## src/rtl/pwr_button_pkg.sv

```systemverilog
package pwr_button_pkg;
  // strobes from control into datapath
  typedef struct packed {
    logic cntEn;
  } dpCtrl_t;

  // qualified conditions from datapath to control
  typedef struct packed {
    logic pressed;
    logic atShort;
    logic atLong;
    logic released;
    logic midLen;
  } dpStat_t;
endpackage

```

## src/rtl/pwr_button_dp.sv

```systemverilog
module pwr_button_dp
  import pwr_button_pkg::*;
#(
  parameter int SHORT_CYC = 24576,
  parameter int LONG_CYC  = 163840,
  parameter int CNT_W     = 18,
  parameter int SYNC_N    = 2
) (
  input  logic    clk,
  input  logic    rstN,
  input  logic    buttonN,
  input  dpCtrl_t ctrl,
  output dpStat_t stat
);
  localparam logic [CNT_W-1:0] CNT_MAX   = {CNT_W{1'b1}};
  localparam logic [CNT_W-1:0] SHORT_VAL = CNT_W'(SHORT_CYC);
  localparam logic [CNT_W-1:0] LONG_VAL  = CNT_W'(LONG_CYC);

  logic [SYNC_N-1:0] syncQ;
  logic [CNT_W-1:0]  pressCnt;
  logic              pressed;

  always_ff @(posedge clk or negedge rstN) begin
    if (!rstN) syncQ <= '1;
    else       syncQ <= {syncQ[SYNC_N-2:0], buttonN};
  end

  assign pressed = ~syncQ[SYNC_N-1];

  always_ff @(posedge clk or negedge rstN) begin
    if (!rstN)                         pressCnt <= '0;
    else if (!pressed || !ctrl.cntEn)  pressCnt <= '0;
    else if (pressCnt != CNT_MAX)      pressCnt <= pressCnt + 1'b1;
  end

  always_comb begin
    stat.pressed  = pressed;
    stat.atShort  = pressed && (pressCnt == SHORT_VAL);
    stat.atLong   = pressed && (pressCnt == LONG_VAL);
    stat.released = !pressed && (pressCnt != '0);
    stat.midLen   = (pressCnt > SHORT_VAL) && (pressCnt <= LONG_VAL);
  end


  cnt_no_wrap_chk: assert property (@(posedge clk) disable iff (!rstN)
    (pressCnt == CNT_MAX && pressed && ctrl.cntEn) |=> (pressCnt == CNT_MAX || !pressed));


  cnt_clear_chk: assert property (@(posedge clk) disable iff (!rstN)
    (!pressed) |=> (pressCnt == '0));
endmodule

```

## src/rtl/pwr_button_ctl.sv

```systemverilog
module pwr_button_ctl
  import pwr_button_pkg::*;
(
  input  logic    clk,
  input  logic    rstN,
  input  logic    testMode,
  input  logic    swOffReq,
  input  logic    irqClear,
  input  dpStat_t stat,
  output dpCtrl_t ctrl,
  output logic    powerReq,
  output logic    irqPending
);
  logic armed;
  logic go, powerUp, forceDown, swOff, midIrq, stateChg;

  assign ctrl.cntEn = !testMode;

  always_comb begin
    go        = armed && !testMode;
    powerUp   = !powerReq && go && stat.atShort;
    forceDown = powerReq && go && stat.atLong;
    midIrq    = powerReq && go && stat.released && stat.midLen;
    swOff     = powerReq && swOffReq;
    stateChg  = powerUp || forceDown || swOff;
  end

  always_ff @(posedge clk or negedge rstN) begin
    if (!rstN) begin
      powerReq   <= 1'b0;
      armed      <= 1'b1;
      irqPending <= 1'b0;
    end else begin
      if (swOff || forceDown) powerReq <= 1'b0;
      else if (powerUp)       powerReq <= 1'b1;

      if (stateChg)           armed <= 1'b0;
      else if (!stat.pressed) armed <= 1'b1;

      if (midIrq)             irqPending <= 1'b1;
      else if (irqClear)      irqPending <= 1'b0;
    end
  end


  sw_off_chk: assert property (@(posedge clk) disable iff (!rstN)
    swOffReq |=> !powerReq);


  force_no_irq_chk: assert property (@(posedge clk) disable iff (!rstN)
    (powerReq && stat.atLong && armed && !testMode) |=> (!powerReq && !$rose(irqPending)));


  test_ignore_chk: assert property (@(posedge clk) disable iff (!rstN)
    (testMode && !swOffReq) |=> ($stable(powerReq) && !$rose(irqPending)));


  irq_clear_chk: assert property (@(posedge clk) disable iff (!rstN)
    (irqClear && !stat.released) |=> !irqPending);


  rearm_chk: assert property (@(posedge clk) disable iff (!rstN)
    (powerReq != $past(powerReq)) |-> !armed);
endmodule

```

## src/rtl/pwr_button_ctrl.sv

```systemverilog
module pwr_button_ctrl
  import pwr_button_pkg::*;
#(
  parameter int SHORT_CYC = 24576,
  parameter int LONG_CYC  = 163840,
  parameter int CNT_W     = 18
) (
  input  logic clk,
  input  logic rstN,
  input  logic buttonN,
  input  logic testMode,
  input  logic swOffReq,
  input  logic irqClear,
  output logic powerReq,
  output logic irqPending
);
  dpCtrl_t dpCtrl;
  dpStat_t dpStat;

  pwr_button_dp #(
    .SHORT_CYC(SHORT_CYC), .LONG_CYC(LONG_CYC), .CNT_W(CNT_W), .SYNC_N(2)
  ) u_dp (
    .clk(clk), .rstN(rstN), .buttonN(buttonN), .ctrl(dpCtrl), .stat(dpStat)
  );

  pwr_button_ctl u_ctl (
    .clk(clk), .rstN(rstN), .testMode(testMode), .swOffReq(swOffReq),
    .irqClear(irqClear), .stat(dpStat), .ctrl(dpCtrl),
    .powerReq(powerReq), .irqPending(irqPending)
  );
endmodule

```

## config.mk

```make
export PLATFORM = sky130hd
export DESIGN_NAME = pwr_button_ctrl
export DESIGN_NICKNAME = d
export VERILOG_FILES = /design/src/rtl/pwr_button_pkg.sv /design/src/rtl/pwr_button_dp.sv /design/src/rtl/pwr_button_ctl.sv /design/src/rtl/pwr_button_ctrl.sv
export SDC_FILE = /design/constraint.sdc
export NUM_CORES = 1
export LEC_CHECK = 0
export BUFFER_PORTS_ARGS = -buffer_cell sky130_fd_sc_hd__buf_2
export CAP_MARGIN = 40
export CORE_ASPECT_RATIO = 0.8
export CORE_MARGIN = 2
export CORE_UTILIZATION = 59
export DETAILED_ROUTE_END_ITERATION = 12
export GPL_ROUTABILITY_DRIVEN = 1
export MAX_ROUTING_LAYER = met4
export PLACE_DENSITY_LB_ADDON = 0.12
export SYNTH_ARGS = -nofsm -noshare
export SYNTH_HDL_FRONTEND = slang
export SYNTH_SLANG_ARGS = --single-unit
export TNS_END_PERCENT = 50
```

## constraint.sdc

```tcl
create_clock -name clk -period 1.95 [get_ports clk]
set_input_delay 0.0975 -clock clk [delete_from_list [all_inputs] [get_ports clk]]
set_output_delay 0.0975 -clock clk [all_outputs]
set_load 0.02 [all_outputs]
```

Yosys cells after proc, flatten, opt, wreduce, memory -nomap -nowiden
Cells that the tools add are included.
- bits in registers: 23
- input bits: 6
- output and inout port bits: 2
- logic and storage cells: 43
- add/subtract/negate cells: 1
- $lt $le $gt $ge: 2
- equality and inequality tests: 3
- mux-type cells: 8
- bitwise logic cells: 1
- reductions and logical operators: 23
- operator list (kind ; count):
    $mux 18 ; 2
    $add 18x1->18 const B ; 1
    $eq 18x15->1 const B ; 1
    $eq 18x18->1 const B ; 1
    $gt 18x15->1 const B ; 1
    $le 18x18->1 const B ; 1
    $ne 18x18->1 const B ; 1
    $reduce_bool 18->1 ; 1
    $logic_and 1x1->1 ; 12
    $reduce_bool 2->1 ; 4
    $mux 1 ; 6
    $logic_or 1x1->1 ; 4
    $logic_not 1->1 ; 2
    $not 1->1 ; 1

Depth between registers and ports, before layout
- word-level depth: 7
- depth in mapped cells: 5
- depth with buffers taken out: 5

Hierarchy
Synthesis repeated with hierarchy kept, for this count alone.
- cell total of the unflattened synthesis: 143
- area, all modules: 1321.3 um2
- by module, submodules not included (module ; instances ; cells each ; area an instance (um2) ; seq. area each (um2)):
    pwr_button_dp ; 1 ; 127 ; 1161.1 ; 503.0
    pwr_button_ctl ; 1 ; 16 ; 160.2 ; 76.3

Worst setup path before layout
OpenSTA, ideal clock, no wires.
- kind: flip-flop to flip-flop
- start point: register u_dp.pressCnt[1]
- end point: register u_dp.pressCnt[14]
- library setup time: 78 ps
- arrival: 1560 ps
- required time: 1872 ps
- slack: 312 ps
- stages on the path, launching flop included: 6
- buffers on the path: 0
- cells stage by stage: dfrtp_1 ha_1 and4_4 nand2_2 or4_1 a21oi_1
- cells in the longest elaborated chain, start to end: 3
- elaborated cells on any way between the ends: 5
- ends and longest elaborated chain (element ; line ; text):
    start: declaration ; pwr_button_dp.sv:20 ; logic [CNT_W-1:0] pressCnt;
    start signal: assignment ; pwr_button_dp.sv:33 ; else if (pressCnt != CNT_MAX) pressCnt <= pressCnt + 1'b1;
    $add 18x1->18 ; pwr_button_dp.sv:33 ;
    $mux 18 ; pwr_button_dp.sv:33 ;
    $mux 18 ; pwr_button_dp.sv:32 ; else if (!pressed || !ctrl.cntEn) pressCnt <= '0;
Parallel ways exist; a longest one is shown, timed or not. The select of a mux whose other input is x is not followed.
A chain may end at the register's enable or synchronous reset.

Worst setup path after layout
Same ends and word-level chain as after synthesis.

==> impl_metrics.toml <==
[critical_path]
critical_path.top_delay_family = "simple AND/OR/NAND/NOR gates"
critPathSlowestCell = "or4_1"
start_kind = "flip-flop"
worstPathCellList = "ha_1, and4_4, nand2_2, or4_1, a21oi_1"
path_class = "reg2reg"
end_kind = "flip-flop"
critPathRequiredTime_ps = 2190
slowest_delay_ps = 510
reg2reg_depth = 5
critPathMaxFanout = 6
cp.arrival_ps = 2060
crit_cells = 5
worst-path-buf-inv = 0

[detailed_routing]
finalWirelength_mm = 2.97
drt_first_pass_iters = 4
vias = 1186
antenna_left = 0
drc = 0
viasPerCell = 6.74
drt_iter0_drc = 31
wl_per_cell_um = 16.9

[grt]
grt_antenna_before_repair = 0
grt_remaining_overflow = 0
grt_pass1_vias = 1055
grt_usage_pct = 25.8
grt_max_degree = 24
grt_pass1_wl_mm = 4.86

[yosys]
syn_inst = 136
synth_edf_count = 0
syn_avg_cell_area_um2 = 9.70
seq_area_frac_synth_pct = 43.9
ys_ff_latch = 23
syn_nets = 144
yosysWarnings = 0
synthesis.area_um2 = 1320
ys.flop_type = "dfrtp_1"
synth_cell_types = 44
postSynth.asyncResetShare_pct = 100

[placed_design]
post-place-ws_ps = 154
dp.final_hpwl_mm = 2.16
portBuffers = 7
gp_congestion = 0.896

[clock_tree]
cts_max_level = 1
cts_tree = "yes"
worst_setup_hold_path_clk_slew_ps = 120
clk_latency_ps = 310
cts_buffers = 3
cts-root-buf = "clkbuf_4"
post_cts_buffers = 0
clk_path_buf_depth = 2
clock-sinks = 23

[status]
status = "completed"

[timing]
max_freq_mhz = 551
slew_violations = 0
period_minus_slack_ps = 1810
worstMarginPinSlew_ps = 516
fin_skew_ps = 4.93
holdWs_ps = 92.7
fin_ws_ps = 137
min_period_over_period_pct = 93.0
relSlewSlack_pct = 65.5
setup_violations = 0
rsz0062_at_grt = "false"
tns_ps = 0
hold_viol = 0

[floorplanning]
die_area_um2 = 2630
chipWidth_um = 56.9
core-area_um2 = 2140
die_h_um = 46.3
start_util_pct = 61.6
boundaryPins = 8
row_count = 15

[power]
ir_drop_mv = 0.516
powerDensity_nw_per_um2 = 510
p_leak_uw = 0.000646
report.power.total_uw = 750

[flow_run]
maxCapViolCount = 0

[cells_and_area]
antenna_cells = 0
area_delta_synth_final_pct = 11.6
drive_above_1_share_pct = 17.9
nets = 160

[hold_path]
hold_depth = 3
hold_class = "in2reg"
==> stage by stage <==
step                instances  area [um2]  utilization (%)
global placement          168        1400             65.3
global route              176        1470             68.8
finish                    176        1470             68.8
detailed placement        168        1400             65.3
CTS                       176        1460             68.4
floorplan                 136        1320                -
==> metal layers <==
metal,share of wire (%),GRT usage (%),vias to the layer above
met5,0,-,-
met4,0.64,6.51,0
met3,4.6,6.18,2
met2,48,43.3,34
met1,47,32.3,587
li1,-,-,563
==> timing repair <==
item	CTS	global route
gates resized for setup	0	1
hold endpoints to repair	23	0
endpoints found under the setup margin	0	1
hold buffers	4	0
==> cells by family (layout without fill, tap and decap cells) <==
group | after synthesis | count (layout) | share of synthesized area, %
AO/OA/AOI/OAI | 40 | 40 | 21.3
flip-flops | 23 | 23 | 43.9
buffers and inverters | 10 | 25 | 2.85
multiplexers | 2 | 2 | 1.52
AND/OR/NAND/NOR | 59 | 59 | 28.5
adder cells (fa/ha/maj) | 2 | 2 | 1.90
==> registers in the layout, summed over array words and instances, names as in the netlist <==
signal,cells
u_ctl.armed,1
u_ctl.irqPending,1
u_ctl.powerReq,1
u_dp.pressCnt,18
u_dp.syncQ,2
==> cells in the final DEF (no fill, tap or decap), types with 2 or more instances in the layout <==
master          n
a2111oi_0       2
a211oi_1        4
a21oi_1         6
a311oi_1        2
a31oi_1         7
and2_1          3
and3_1          4
and4_1          2
and4_4          2
buf_2           7
buf_4           3
clkbuf_4        3
dfrtp_1        20
dfstp_2         3
dlygate4sd3_1   4
ha_1            2
inv_1           7
mux2i_1         2
nand2_1        10
nand3_1         3
nand4_1         4
nor2_1          9
nor3_1          3
nor4_1          2
o21ai_0         6
o31ai_1         5
or3_1           3
or4_1           3
==> report_power, final <==
part / total [uW] / internal [uW] / switching (uW)
combinational: 44.1 / 16.1 / 28.0
sequential: 487 / 483 / 4.48
clock: 219 / 79.9 / 139
total: 750 / 579 / 171
==> path summary, 6_finish.rpt <==
path	start	end	slack, ps
max	u_dp.pressCnt[1]	u_dp.pressCnt[14]	140
min	testMode	u_dp.pressCnt[6]	90
max reg2reg	u_dp.pressCnt[1]	u_dp.pressCnt[14]	140
min reg2reg	u_dp.syncQ[0]	u_dp.syncQ[1]	370
max in group asynchronous	rstN	u_dp.syncQ[0]	1320
min in group asynchronous	rstN	u_ctl.powerReq	270
==> cells in the mapped netlist, drive strengths merged, types with 2 or more instances <==
library cell | n | share of area (%)
dfrtp | 20 | 38
ha | 2 | 1.9
o31ai | 5 | 2.8
and2 | 3 | 1.4
nor2 | 10 | 3.0
o211ai | 2 | 1.5
a211oi | 4 | 2.3
or4 | 3 | 1.7
dfstp | 3 | 6.0
clkbuf | 3 | 0.85
or3 | 3 | 1.4
and3 | 4 | 1.9
o21ai | 6 | 2.3
nand3 | 4 | 1.9
nor3 | 4 | 2.4
and4 | 4 | 3.0
a311oi | 2 | 1.3
a21oi | 6 | 2.3
a31oi | 7 | 3.3
nand2 | 11 | 3.3
inv | 7 | 2.0
nand4 | 5 | 3.5
a2111oi | 2 | 1.3
mux2i | 2 | 1.5
or2 | 2 | 0.95
nor4 | 3 | 1.9
==> worst register-to-register path, stage by stage (launching register included) <==
cell     delay (ps)
dfrtp_1         450
ha_1            270
and4_4          280
nand2_2          90
or4_1           510
a21oi_1         160
==> area by class of cell <==
type / instances / area [um2]
multi-input cells: 103 / 711
well taps: 25 / 31.3
inverters: 7 / 26.3
clock buffers: 4 / 26.3
flip-flops and latches: 23 / 579
repair buffers: 14 / 97.6
fillers: 175 / 668
No activity file was read; power rests on OpenSTA's default activity.
